--- config.mk ---
export PLATFORM = sky130hd
export DESIGN_NAME = refresh_pacer
export DESIGN_NICKNAME = d
export VERILOG_FILES = /design/src/rtl/refresh_pacer_pkg.sv /design/src/rtl/refresh_pacer_timer.sv /design/src/rtl/refresh_pacer_ledger.sv /design/src/rtl/refresh_pacer.sv
export SDC_FILE = /design/constraint.sdc
export NUM_CORES = 1
export LEC_CHECK = 0
export BUFFER_PORTS_ARGS = -buffer_cell sky130_fd_sc_hd__clkbuf_2
export CORE_ASPECT_RATIO = 1.1
export CORE_MARGIN = 1
export CORE_UTILIZATION = 49
export CTS_CLUSTER_SIZE = 40
export DETAILED_ROUTE_END_ITERATION = 7
export GPL_TIMING_DRIVEN = 0
export PLACE_DENSITY = 0.8
export SYNTH_ARGS = -nofsm -noshare
export SYNTH_HDL_FRONTEND = slang
export SYNTH_SLANG_ARGS = --single-unit
--- constraint.sdc ---
create_clock -name clk -period 2 [get_ports clk]
set_input_delay 0.2 -clock clk [delete_from_list [all_inputs] [get_ports clk]]
set_output_delay 0.2 -clock clk [all_outputs]
set_load 0.02 [all_outputs]
--- src/rtl/refresh_pacer_pkg.sv ---
package refresh_pacer_pkg;

   // Decision taken by the debt ledger on each clock edge.
   typedef enum logic [1:0] {
      LEDGER_HOLD = 2'd0,
      LEDGER_INC  = 2'd1,
      LEDGER_DEC  = 2'd2,
      LEDGER_OVF  = 2'd3
   } ledger_op_e;

   // An expiry adds one obligation, an accepted ack removes one; both cancel.
   function automatic ledger_op_e pick_ledger_op(input logic expire,
                                                 input logic ack_ok,
                                                 input logic at_limit);
      ledger_op_e op;
      op = LEDGER_HOLD;
      if (expire && !ack_ok)
         op = at_limit ? LEDGER_OVF : LEDGER_INC;
      else if (!expire && ack_ok)
         op = LEDGER_DEC;
      return op;
   endfunction

endpackage

--- src/rtl/refresh_pacer_timer.sv ---
module refresh_pacer_timer #(
   parameter int INTERVAL   = 1560,
   parameter bit COUNT_DOWN = 1'b0,
   localparam int TW        = (INTERVAL > 1) ? $clog2(INTERVAL) : 1
) (
   input  logic clk,
   input  logic rst_n,
   output logic expire
);

   localparam logic [TW-1:0] LAST = TW'(INTERVAL - 1);

   generate
      if (INTERVAL < 2) begin : g_bad_interval
         $error("refresh_pacer_timer: INTERVAL must be at least 2");
      end

      if (COUNT_DOWN) begin : g_down
         // Remaining cycles until expiry; reset loads the full interval.
         logic [TW-1:0] remain;
         always_ff @(posedge clk) begin
            if (!rst_n)
               remain <= LAST;
            else if (remain == '0)
               remain <= LAST;
            else
               remain <= remain - 1'b1;
         end
         assign expire = (remain == '0);
      end else begin : g_up
         // Elapsed cycles since the last expiry; reset clears it.
         logic [TW-1:0] elapsed;
         always_ff @(posedge clk) begin
            if (!rst_n)
               elapsed <= '0;
            else if (elapsed == LAST)
               elapsed <= '0;
            else
               elapsed <= elapsed + 1'b1;
         end
         assign expire = (elapsed == LAST);
      end
   endgenerate

endmodule

--- src/rtl/refresh_pacer_ledger.sv ---
module refresh_pacer_ledger
   import refresh_pacer_pkg::*;
#(
   parameter int LIMIT  = 8,
   localparam int CW    = $clog2(LIMIT + 1)
) (
   input  logic          clk,
   input  logic          rst_n,
   input  logic          expire,
   input  logic          ack,
   output logic [CW-1:0] debt,
   output logic          at_limit,
   output logic          overflow
);

   localparam logic [CW-1:0] CAP = CW'(LIMIT);

   generate
      if (LIMIT < 1) begin : g_bad_limit
         $error("refresh_pacer_ledger: LIMIT must be at least 1");
      end
   endgenerate

   logic       ack_ok;
   ledger_op_e op;

   assign at_limit = (debt == CAP);
   assign ack_ok   = ack && (debt != '0);
   assign op       = pick_ledger_op(expire, ack_ok, at_limit);

   always_ff @(posedge clk) begin
      if (!rst_n) begin
         debt     <= '0;
         overflow <= 1'b0;
      end else begin
         unique case (op)
            LEDGER_INC:  debt <= debt + 1'b1;
            LEDGER_DEC:  debt <= debt - 1'b1;
            LEDGER_OVF:  overflow <= 1'b1;
            default:     debt <= debt;
         endcase
      end
   end

endmodule

--- src/rtl/refresh_pacer.sv ---
module refresh_pacer
   import refresh_pacer_pkg::*;
#(
   parameter int INTERVAL   = 1560,
   parameter int LIMIT      = 8,
   parameter bit COUNT_DOWN = 1'b0,
   localparam int CW        = $clog2(LIMIT + 1)
) (
   input  logic          clk,
   input  logic          rst_n,
   input  logic          refresh_ack,
   output logic          refresh_req,
   output logic          refresh_urgent,
   output logic          refresh_overflow,
   output logic [CW-1:0] pending_count
);

   logic expire;
   logic at_limit;

   refresh_pacer_timer #(
      .INTERVAL   (INTERVAL),
      .COUNT_DOWN (COUNT_DOWN)
   ) u_timer (
      .clk    (clk),
      .rst_n  (rst_n),
      .expire (expire)
   );

   refresh_pacer_ledger #(
      .LIMIT (LIMIT)
   ) u_ledger (
      .clk      (clk),
      .rst_n    (rst_n),
      .expire   (expire),
      .ack      (refresh_ack),
      .debt     (pending_count),
      .at_limit (at_limit),
      .overflow (refresh_overflow)
   );

   assign refresh_req    = (pending_count != '0);
   assign refresh_urgent = at_limit;

endmodule

Yosys cells after proc, flatten, opt, wreduce, memory -nomap -nowiden:

Index checks and enable logic that the tools add are counted.
Widths: inputs -> output; s select.

* output and inout port bits: 7
* bits of input ports: 3
* register bits after elaboration: 16
* word-level logic and storage cells: 24

* reductions and logical operators: 8
* bitwise operators: 1
* multiplexer cells: 4
* add/subtract/negate cells: 3
* equality and inequality tests: 5

Operators by type and width (number)
* $add 11x1->11 const B: 1
* $eq 11x11->1 const B: 1
* $pmux 4 s2: 1
* $mux 2: 3
* $add 4x1->4 const B: 1
* $eq 2x2->1 const B: 2
* $eq 4x4->1 const B: 1
* $reduce_bool 4->1: 1
* $sub 4x1->4 const B: 1
* $logic_and 1x1->1: 3
* $eq 2x1->1 const B: 1
* $logic_not 1->1: 2
* $reduce_bool 2->1: 1
* $reduce_or 2->1: 1
* $not 1->1: 1

Longest topological paths before layout:

Gate-level depths: netlist of the first run.

* depth in word-level cells: 7
* gate-level depth with buffers: 11
* depth with buffers taken out: 11

By module:

Synthesis of the first run repeated with hierarchy kept, for this count alone.

* cells, all modules: 92
* area, all modules: 874.6 um2

By module, submodules not included
* refresh_pacer_timer: area each 515.5 um2, cells each 55, instances 1
* refresh_pacer_ledger: area each 351.6 um2, cells each 36, instances 1
* refresh_pacer: area each 7.5 um2, cells each 1, instances 1

Least setup slack after synthesis of the first run:

Ideal clock, no wire load.

* path kind: flip-flop to flip-flop
* start point: register u_ledger.debt[0]
* end point: register u_ledger.debt[3]
* cell stages (with the launch flop): 11
* setup time: 118 ps
* data required time: 1882 ps
* arrival time: 2235 ps
* buffers on the path: 0
* setup slack: -353 ps
* path through: dfxtp_1 -> or4_4 -> and2_4 -> nand2_4 -> inv_4 -> ha_1 -> a21o_2 -> a21oi_1 -> xnor2_1 -> nand2_1 -> mux2i_1

* word-level cells in the longest chain between the ends: 7
* elaborated cells on any way between the ends: 15
* those cells by class: 2 x add/sub; 3 x eq/ne; 4 x mux; 6 x reduce/logical

RTL lines
* from (decl): line refresh_pacer_ledger.sv:11 `output logic [CW-1:0] debt,`
* from (signal assigned): line refresh_pacer_ledger.sv:37 `LEDGER_INC: debt <= debt + 1'b1;`
* from (signal assigned): line refresh_pacer_ledger.sv:38 `LEDGER_DEC: debt <= debt - 1'b1;`
* from (signal assigned): line refresh_pacer_ledger.sv:40 `default: debt <= debt;`
* $reduce_bool 4->1 (*)
* via refresh_req: line refresh_pacer.sv:12 `output logic refresh_req,`
* $logic_and 1x1->1 (*): line refresh_pacer_ledger.sv:28 `assign ack_ok = ack && (debt != '0);`
* $logic_and 1x1->1 / $logic_not 1->1 (equally long branches): line refresh_pacer_pkg.sv:19, refresh_pacer_pkg.sv:17
* $mux 2 / $logic_and 1x1->1 (equally long branches): line refresh_pacer_pkg.sv:19, refresh_pacer_pkg.sv:17
* $mux 2 (*): line refresh_pacer_pkg.sv:17 `if (expire && !ack_ok)`
* $eq 2x2->1 / $eq 2x1->1 (equally long branches): line refresh_pacer_ledger.sv:36 `unique case (op)`
* $pmux 4 s2 / $reduce_bool 2->1 (equally long branches)

The timed path passes the listed nets; every way through them passes the cells marked *.
A chain may end at the register's enable or synchronous reset.

Worst setup path after layout of the first run:

* start point: register u_ledger.debt[2]
* end point: register u_ledger.debt[3]

* word-level cells in the longest chain between the ends: 7
* elaborated cells on any way between the ends: 15
* those cells by class: 2 x add/sub; 3 x eq/ne; 4 x mux; 6 x reduce/logical

RTL lines (line)
* $reduce_bool 4->1: refresh_pacer_ledger.sv:28
* $logic_and 1x1->1: refresh_pacer_ledger.sv:28
* $logic_and 1x1->1 / $logic_not 1->1 (equally long branches): refresh_pacer_pkg.sv:19, refresh_pacer_pkg.sv:17
* $mux 2 / $logic_and 1x1->1 (equally long branches): refresh_pacer_pkg.sv:19, refresh_pacer_pkg.sv:17
* $mux 2: refresh_pacer_pkg.sv:17
* $eq 2x2->1 / $eq 2x1->1 (equally long branches): refresh_pacer_ledger.sv:36
* $pmux 4 s2 / $reduce_bool 2->1 (equally long branches)

Parallel ways exist; a longest one is shown, timed or not.

==> results of run 1 <==
layer usage:
layer,vias up,routed length [um]
met5,-,0
met4,0,39
met3,5,45
met2,14,750
met1,295,750
li1,315,-
sequential cells by signal, indices dropped and copies added (netlist names):
| name | flops |
|---|---|
| u_ledger.debt | 4 |
| u_ledger.overflow | 1 |
| u_timer.g_up.elapsed | 11 |
area by class of cell:
cell class                      instances  area, um^2
Fill cell                             119         531
Inverter                                3        13.8
Timing Repair Buffer                   13        77.6
Tap cell                               17        21.3
Sequential cell                        16         329
Multi-Input combinational cell         63         538
Buffer                                  1        11.3
Clock buffer                            4        36.3
power breakdown:
part	switching [uW]	internal (uW)
logic	155	142
registers	19.3	340
clock network	107	111
total	282	593
kinds of logic (layout without fill, tap and decap cells):
logic type	count (synthesis)	in the layout	synth area share
buffers and inverters	4	21	0.0307
adder cells (fa/ha/maj)	5	5	0.0859
XOR/XNOR	12	12	0.129
AND/OR/NAND/NOR	40	40	0.299
multiplexers	2	2	0.0245
flip-flops	16	16	0.393
AO/OA/AOI/OAI	4	4	0.0383
how the worst max path moves through the flow:
| stage | depth (start not counted) | end | slack (ns) |
|---|---|---|---|
| finish | 10 | u_ledger.debt[3]$_SDFFE_PN0P_ | -0.11 |
| global route | 10 | u_ledger.debt[3]$_SDFFE_PN0P_ | -0.15 |
| CTS | 10 | u_ledger.debt[3]$_SDFFE_PN0P_ | -0.14 |
| detailed placement | 10 | u_ledger.debt[3]$_SDFFE_PN0P_ | -0.14 |
| global placement | 10 | u_ledger.debt[3]$_SDFFE_PN0P_ | -0.11 |
| floorplan | 10 | u_ledger.debt[3]$_SDFFE_PN0P_ | -0.15 |
repair_timing:
action | CTS | global route
endpoints found under the setup margin | 4 | 4
resized for setup | 2 | 5
buffers inserted | 5 | 0
pin swaps | 6 | 3
cells in the final DEF (no fill, tap or decap), types with 3 or more instances in the layout:
cell type / count
dfxtp_1: 13
xor2_1: 9
nor2_1: 9
nand3_1: 8
clkbuf_2: 8
nand2_1: 6
buf_4: 5
and3_1: 4
xnor2_1: 3
clkbuf_4: 3
metrics by stage:
step                hold slack (ns)  std cells  power, uW
CTS                           0.136        117        874
global route                  0.144        117        922
global placement              0.423        108        603
detailed placement            0.434        108        619
floorplan                     0.413         83        558
finish                        0.139        117        875
worst register-to-register path: cells and delay by family, from the launching register on:
kind	cells	cell delay, ns
xor+xnor	1	0.12
fa+ha+maj	1	0.21
compound gates	2	0.32
simple gates	4	0.83
flops	1	0.36
mux	1	0.12
buf+inv	1	0.04
==> flow_summary.yaml, run 1 <==
synthesis:
  synth_ff_type: "dfxtp_1"
  synth_top_cells_by_count: "dfxtp_1 (16), nor2_1 (10), xor2_1 (9), nand3_1 (8), nand2_1 (6)"
  postSynthAreaPerCell_um2: 9.83
  ys_types: 28
  syn_nets: 91
  synth_top_area_frac: 0.393
  synth_top_cell_by_area: "dfxtp_1"
  async_reset_ff_frac: 0
  yosysSeqAreaShare: 0.393
  yosys_warnings: 0
  syn_inst: 83
  syn_area_um2: 816
  synth_area_leaders: "dfxtp_1 (39%), xor2_1 (9.7%), ha_1 (6.1%)"
  synth_edf_count: 0
  synth.most_common_cell: "dfxtp_1"
  yosys_register_bits: 16
timing:
  slew_headroom: 0.786
  finalHoldViolCount: 0
  setup_tns_ns: -0.132
  rsz0062_at_grt: "true"
  fin_crit_ns: 2.11
  drv_slew: 0
  fin_crit_sh: 1.05
  finalWorstSetupSlack_ns: -0.107
  worstMarginPinSlew_ns: 0.320
  setup_viol: 2
  clock_skew_ns: 0.00327
  fmax_ghz: 0.475
worst_setup_path:
  reg2reg_from: "u_ledger.debt[2]$_SDFFE_PN0P_"
  slowest_delay_ns: 0.51
  crit_path_max_fanout: 3
  path_buf_inv: 1
  critPathLaunchType: "flip-flop"
  setup.worst_path.start: "u_ledger.debt[2]$_SDFFE_PN0P_"
  crit_family: "simple AND/OR/NAND/NOR gates"
  crit_type: "reg2reg"
  timing.rr.end: "u_ledger.debt[3]$_SDFFE_PN0P_"
  cp.arrival_ns: 2.30
  regToRegSetupSlack_ns: -0.11
  r2r_cells: 10
  cp_cell_sequence: "or4_4 > and2_4 > nand2_4 > inv_4 > ha_4 > a21o_4 > a21oi_4 > xnor2_1 > nand2_1 > mux2i_1"
  cpMaxStageDelayCell: "or4_4"
  worst_setup_path_end_kind: "flip-flop"
  cp.required_ns: 2.19
clocking:
  numCtsBuffers: 3
  clock-root-buffer: "clkbuf_4"
  cts_tree: "built"
  cts.sinks: 16
  cts_max_level: 1
  cts_buffer_depth: 2
  ctsHoldBuffers: 0
  worstSkewPairLatency_ns: 0.30
  path_clk_slew_ns: 0.09
global_routing:
  grt_usage: 0.205
  grt_pass1_vias: 574
  gr-total-overflow: 0
  grt_pass1_wl_um: 2510
  gr-usage-met3: 0.0443
  antenna_found_initial: 0
  top_usage_layer: "met2"
  met2_usage: 0.309
  grt_max_degree: 10
  gr-usage-met1: 0.269
floorplan:
  dieArea_um2: 1830
  dieHeight_um: 44.8
  start_util: 0.524
  fp.dieW_um: 40.9
  core_area_um2: 1560
  io_pins: 10
  row_count: 15
min_path:
  hold_path_depth: 2
  whs_endpoint: "u_ledger.overflow$_SDFFE_PN0N_"
  hp-start: "rst_n"
  hold_path_class: "in2reg"
placed_design:
  dp_hpwl_um: 1060
  gp_congestion: 0.805
  io_buffers: 8
  detailedPlace.worstSlack_ns: -0.142
  dpl_cell_area_um2: 918
run_status:
  status: "complete, but fails checks"
  violations: "setup timing"
drt:
  via_per_inst: 5.38
  drt_first_pass_iters: 4
  routed_wl_um: 1590
  antenna_left: 0
  drt_iter0_markers: 9
  wl_per_cell_um: 13.6
  drc: 0
  num_vias: 629
power:
  power_per_cell_area_nw_per_um2: 851
  p_leak_uw: 0.000453
  irDropWorstVdd_mv: 0.500
final_layout:
  drive_gt1_frac: 0.370
  finalNetCount: 109
  n_antenna_cell: 0
  fin_area_um2: 1030
  syn_to_final_growth_pct: 25.9
  fin_util: 0.659
run:
  maxCapViolCount: 0
Note: power is estimated with default switching activity, not from simulation.
==> inputs of run 2 (changes only) <==
--- a/config.mk
+++ b/config.mk
@@ -6,9 +6,9 @@
 export NUM_CORES = 1
 export LEC_CHECK = 0
 export BUFFER_PORTS_ARGS = -buffer_cell sky130_fd_sc_hd__clkbuf_2
-export CORE_ASPECT_RATIO = 1.1
 export CORE_MARGIN = 1
 export CORE_UTILIZATION = 49
+export CTS_CLUSTER_DIAMETER = 100
 export CTS_CLUSTER_SIZE = 40
 export DETAILED_ROUTE_END_ITERATION = 7
 export GPL_TIMING_DRIVEN = 0
==> run 2 against run 1 <==
  * The run still ends with setup timing left
  * Cell count fell by 0.85%
  * Design area down 0.97%
  * Worst hold slack better by 0.0073 ns
  * Critical path type unchanged
  * Largest cell class unchanged
  * Highest routed layer unchanged
==> flow_summary.yaml, run 2 (synthesis gave the netlist of run 1 again) <==
timing:
  clock_skew_ns: 0.00500
  fin_crit_ns: 2.10
  rsz0062_at_grt: "true"
  whs_ns: 0.147
  finalWorstSetupSlack_ns: -0.101
  fin_crit_sh: 1.05
  slew_headroom: 0.754
  drv_slew: 0
  setup_viol: 2
  finalHoldViolCount: 0
  fmax_ghz: 0.476
  worstMarginPinSlew_ns: 0.368
worst_setup_path:
  critPathLaunchType: "flip-flop"
  crit_path_max_fanout: 3
  crit_type: "reg2reg"
  worst_setup_path_end_kind: "flip-flop"
  cp_cell_sequence: "or4_4 > and2_4 > nand2_4 > inv_4 > ha_4 > a21o_4 > a21oi_4 > xnor2_1 > nand2_1 > mux2i_1"
  cp.required_ns: 2.18
  cpMaxStageDelayCell: "or4_4"
  slowest_delay_ns: 0.51
  cp.arrival_ns: 2.28
global_routing:
  gr-total-overflow: 0
  grt_max_degree: 10
  grt_pass1_wl_um: 2430
  antenna_found_initial: 0
  grt_usage: 0.179
  grt_pass1_vias: 566
drt:
  routed_wl_um: 1480
  antenna_left: 0
  wl_per_cell_um: 12.8
  via_per_inst: 5.29
  drt_first_pass_iters: 4
  drt_iter0_markers: 4
  num_vias: 614
  drc: 0
placed_design:
  dp_hpwl_um: 1040
  gp_congestion: 0.737
  detailedPlace.worstSlack_ns: -0.159
  dpl_cell_area_um2: 917
  io_buffers: 8
final_layout:
  n_antenna_cell: 0
  drive_gt1_frac: 0.370
  seq_area_um2: 329
  multi_input_area_um2: 529
  regMostFlops: "u_timer.g_up.elapsed"
  mostFrequentLayoutCell: "dfxtp_1"
  fillCellCount: 136
  syn_to_final_growth_pct: 24.7
  fin_area_um2: 1020
  largest_reg_flops: 11
  reg.largest.list: "u_timer.g_up.elapsed x11, u_ledger.debt x4, u_ledger.overflow x1"
  layout_common_cells: "dfxtp_1 (13), xor2_1 (9), nor2_1 (9)"
  finalNetCount: 109
clocking:
  numCtsBuffers: 3
  cts_tree: "built"
  path_clk_slew_ns: 0.09
  worstSkewPairLatency_ns: 0.28
  cts.sinks: 16
  clock-root-buffer: "clkbuf_4"
  cts_max_level: 1
  cts_buffer_depth: 2
min_path:
  hold_path_class: "in2reg"
run:
  maxCapViolCount: 0
floorplan:
  dieHeight_um: 42.8
  fp.dieW_um: 42.8
  io_pins: 10
  dieArea_um2: 1830
  core_area_um2: 1520
  row_count: 14
  start_util: 0.535
power:
  p_leak_uw: 0.000452
  irDropWorstVdd_mv: 0.575
  power_per_cell_area_nw_per_um2: 852
run_status:
  status: "complete, but fails checks"
  violations: "setup timing"
[run 2: worst paths after layout]
path / slack [ns] / endpoint / depth (start not counted) / from
worst max-delay path: -0.10 / u_ledger.debt[3]$_SDFFE_PN0P_ / 10 / u_ledger.debt[2]$_SDFFE_PN0P_
worst min-delay path: 0.15 / u_ledger.overflow$_SDFFE_PN0N_ / 2 / rst_n
worst max register to register: -0.10 / u_ledger.debt[3]$_SDFFE_PN0P_ / 10 / u_ledger.debt[2]$_SDFFE_PN0P_
worst min register to register: 0.46 / u_timer.g_up.elapsed[0]$_SDFF_PP0_ / 1 / u_timer.g_up.elapsed[0]$_SDFF_PP0_
[run 2: timing repair]
item                       4_1_cts  5_1_grt
setup buffers                    4        1
gates resized for setup          0        6
setup endpoints to repair        4        4
hold buffers                     0        0
pin swaps                        6        5
[run 2: cell type report]
type | instances | area share
Multi-Input combinational cell | 63 | 0.520
Sequential cell | 16 | 0.323
Timing Repair Buffer | 13 | 0.0763
Clock buffer | 4 | 0.0357
Tap cell | 16 | 0.0197
Inverter | 3 | 0.0135
Buffer | 1 | 0.0111
[run 2: per-stage QoR]
step / std cells / TNS, ns / util / power (uW)
2_1_floorplan: 83 / -0.411 / - / 558
3_3_place_gp: 107 / -0.158 / 0.602 / 599
3_5_place_dp: 107 / -0.309 / 0.602 / 618
4_1_cts: 115 / -0.282 / 0.645 / 845
5_1_grt: 116 / -0.359 / 0.667 / 920
6_report: 116 / -0.114 / 0.667 / 867
[run 2: critical path: cells and delay by family, from the launching register on]
family | cells | cell delay (ns)
simple gates | 4 | 0.84
xor+xnor | 1 | 0.12
compound gates | 2 | 0.32
buf+inv | 1 | 0.05
flops | 1 | 0.36
mux | 1 | 0.11
fa+ha+maj | 1 | 0.21
[run 2: report_power, final]
part           internal, uW  switching (uW)  leakage, uW  total, uW
clock network           111            99.1    0.0000210        210
registers               340            26.8     0.000132        367
logic                   142             148     0.000300        290
[run 2: per-layer routing]
metal | track usage | wire, um
met1 | 0.214 | 672
met4 | 0.0563 | 13
met3 | 0.0638 | 40
met5 | 0 | 0
met2 | 0.297 | 754
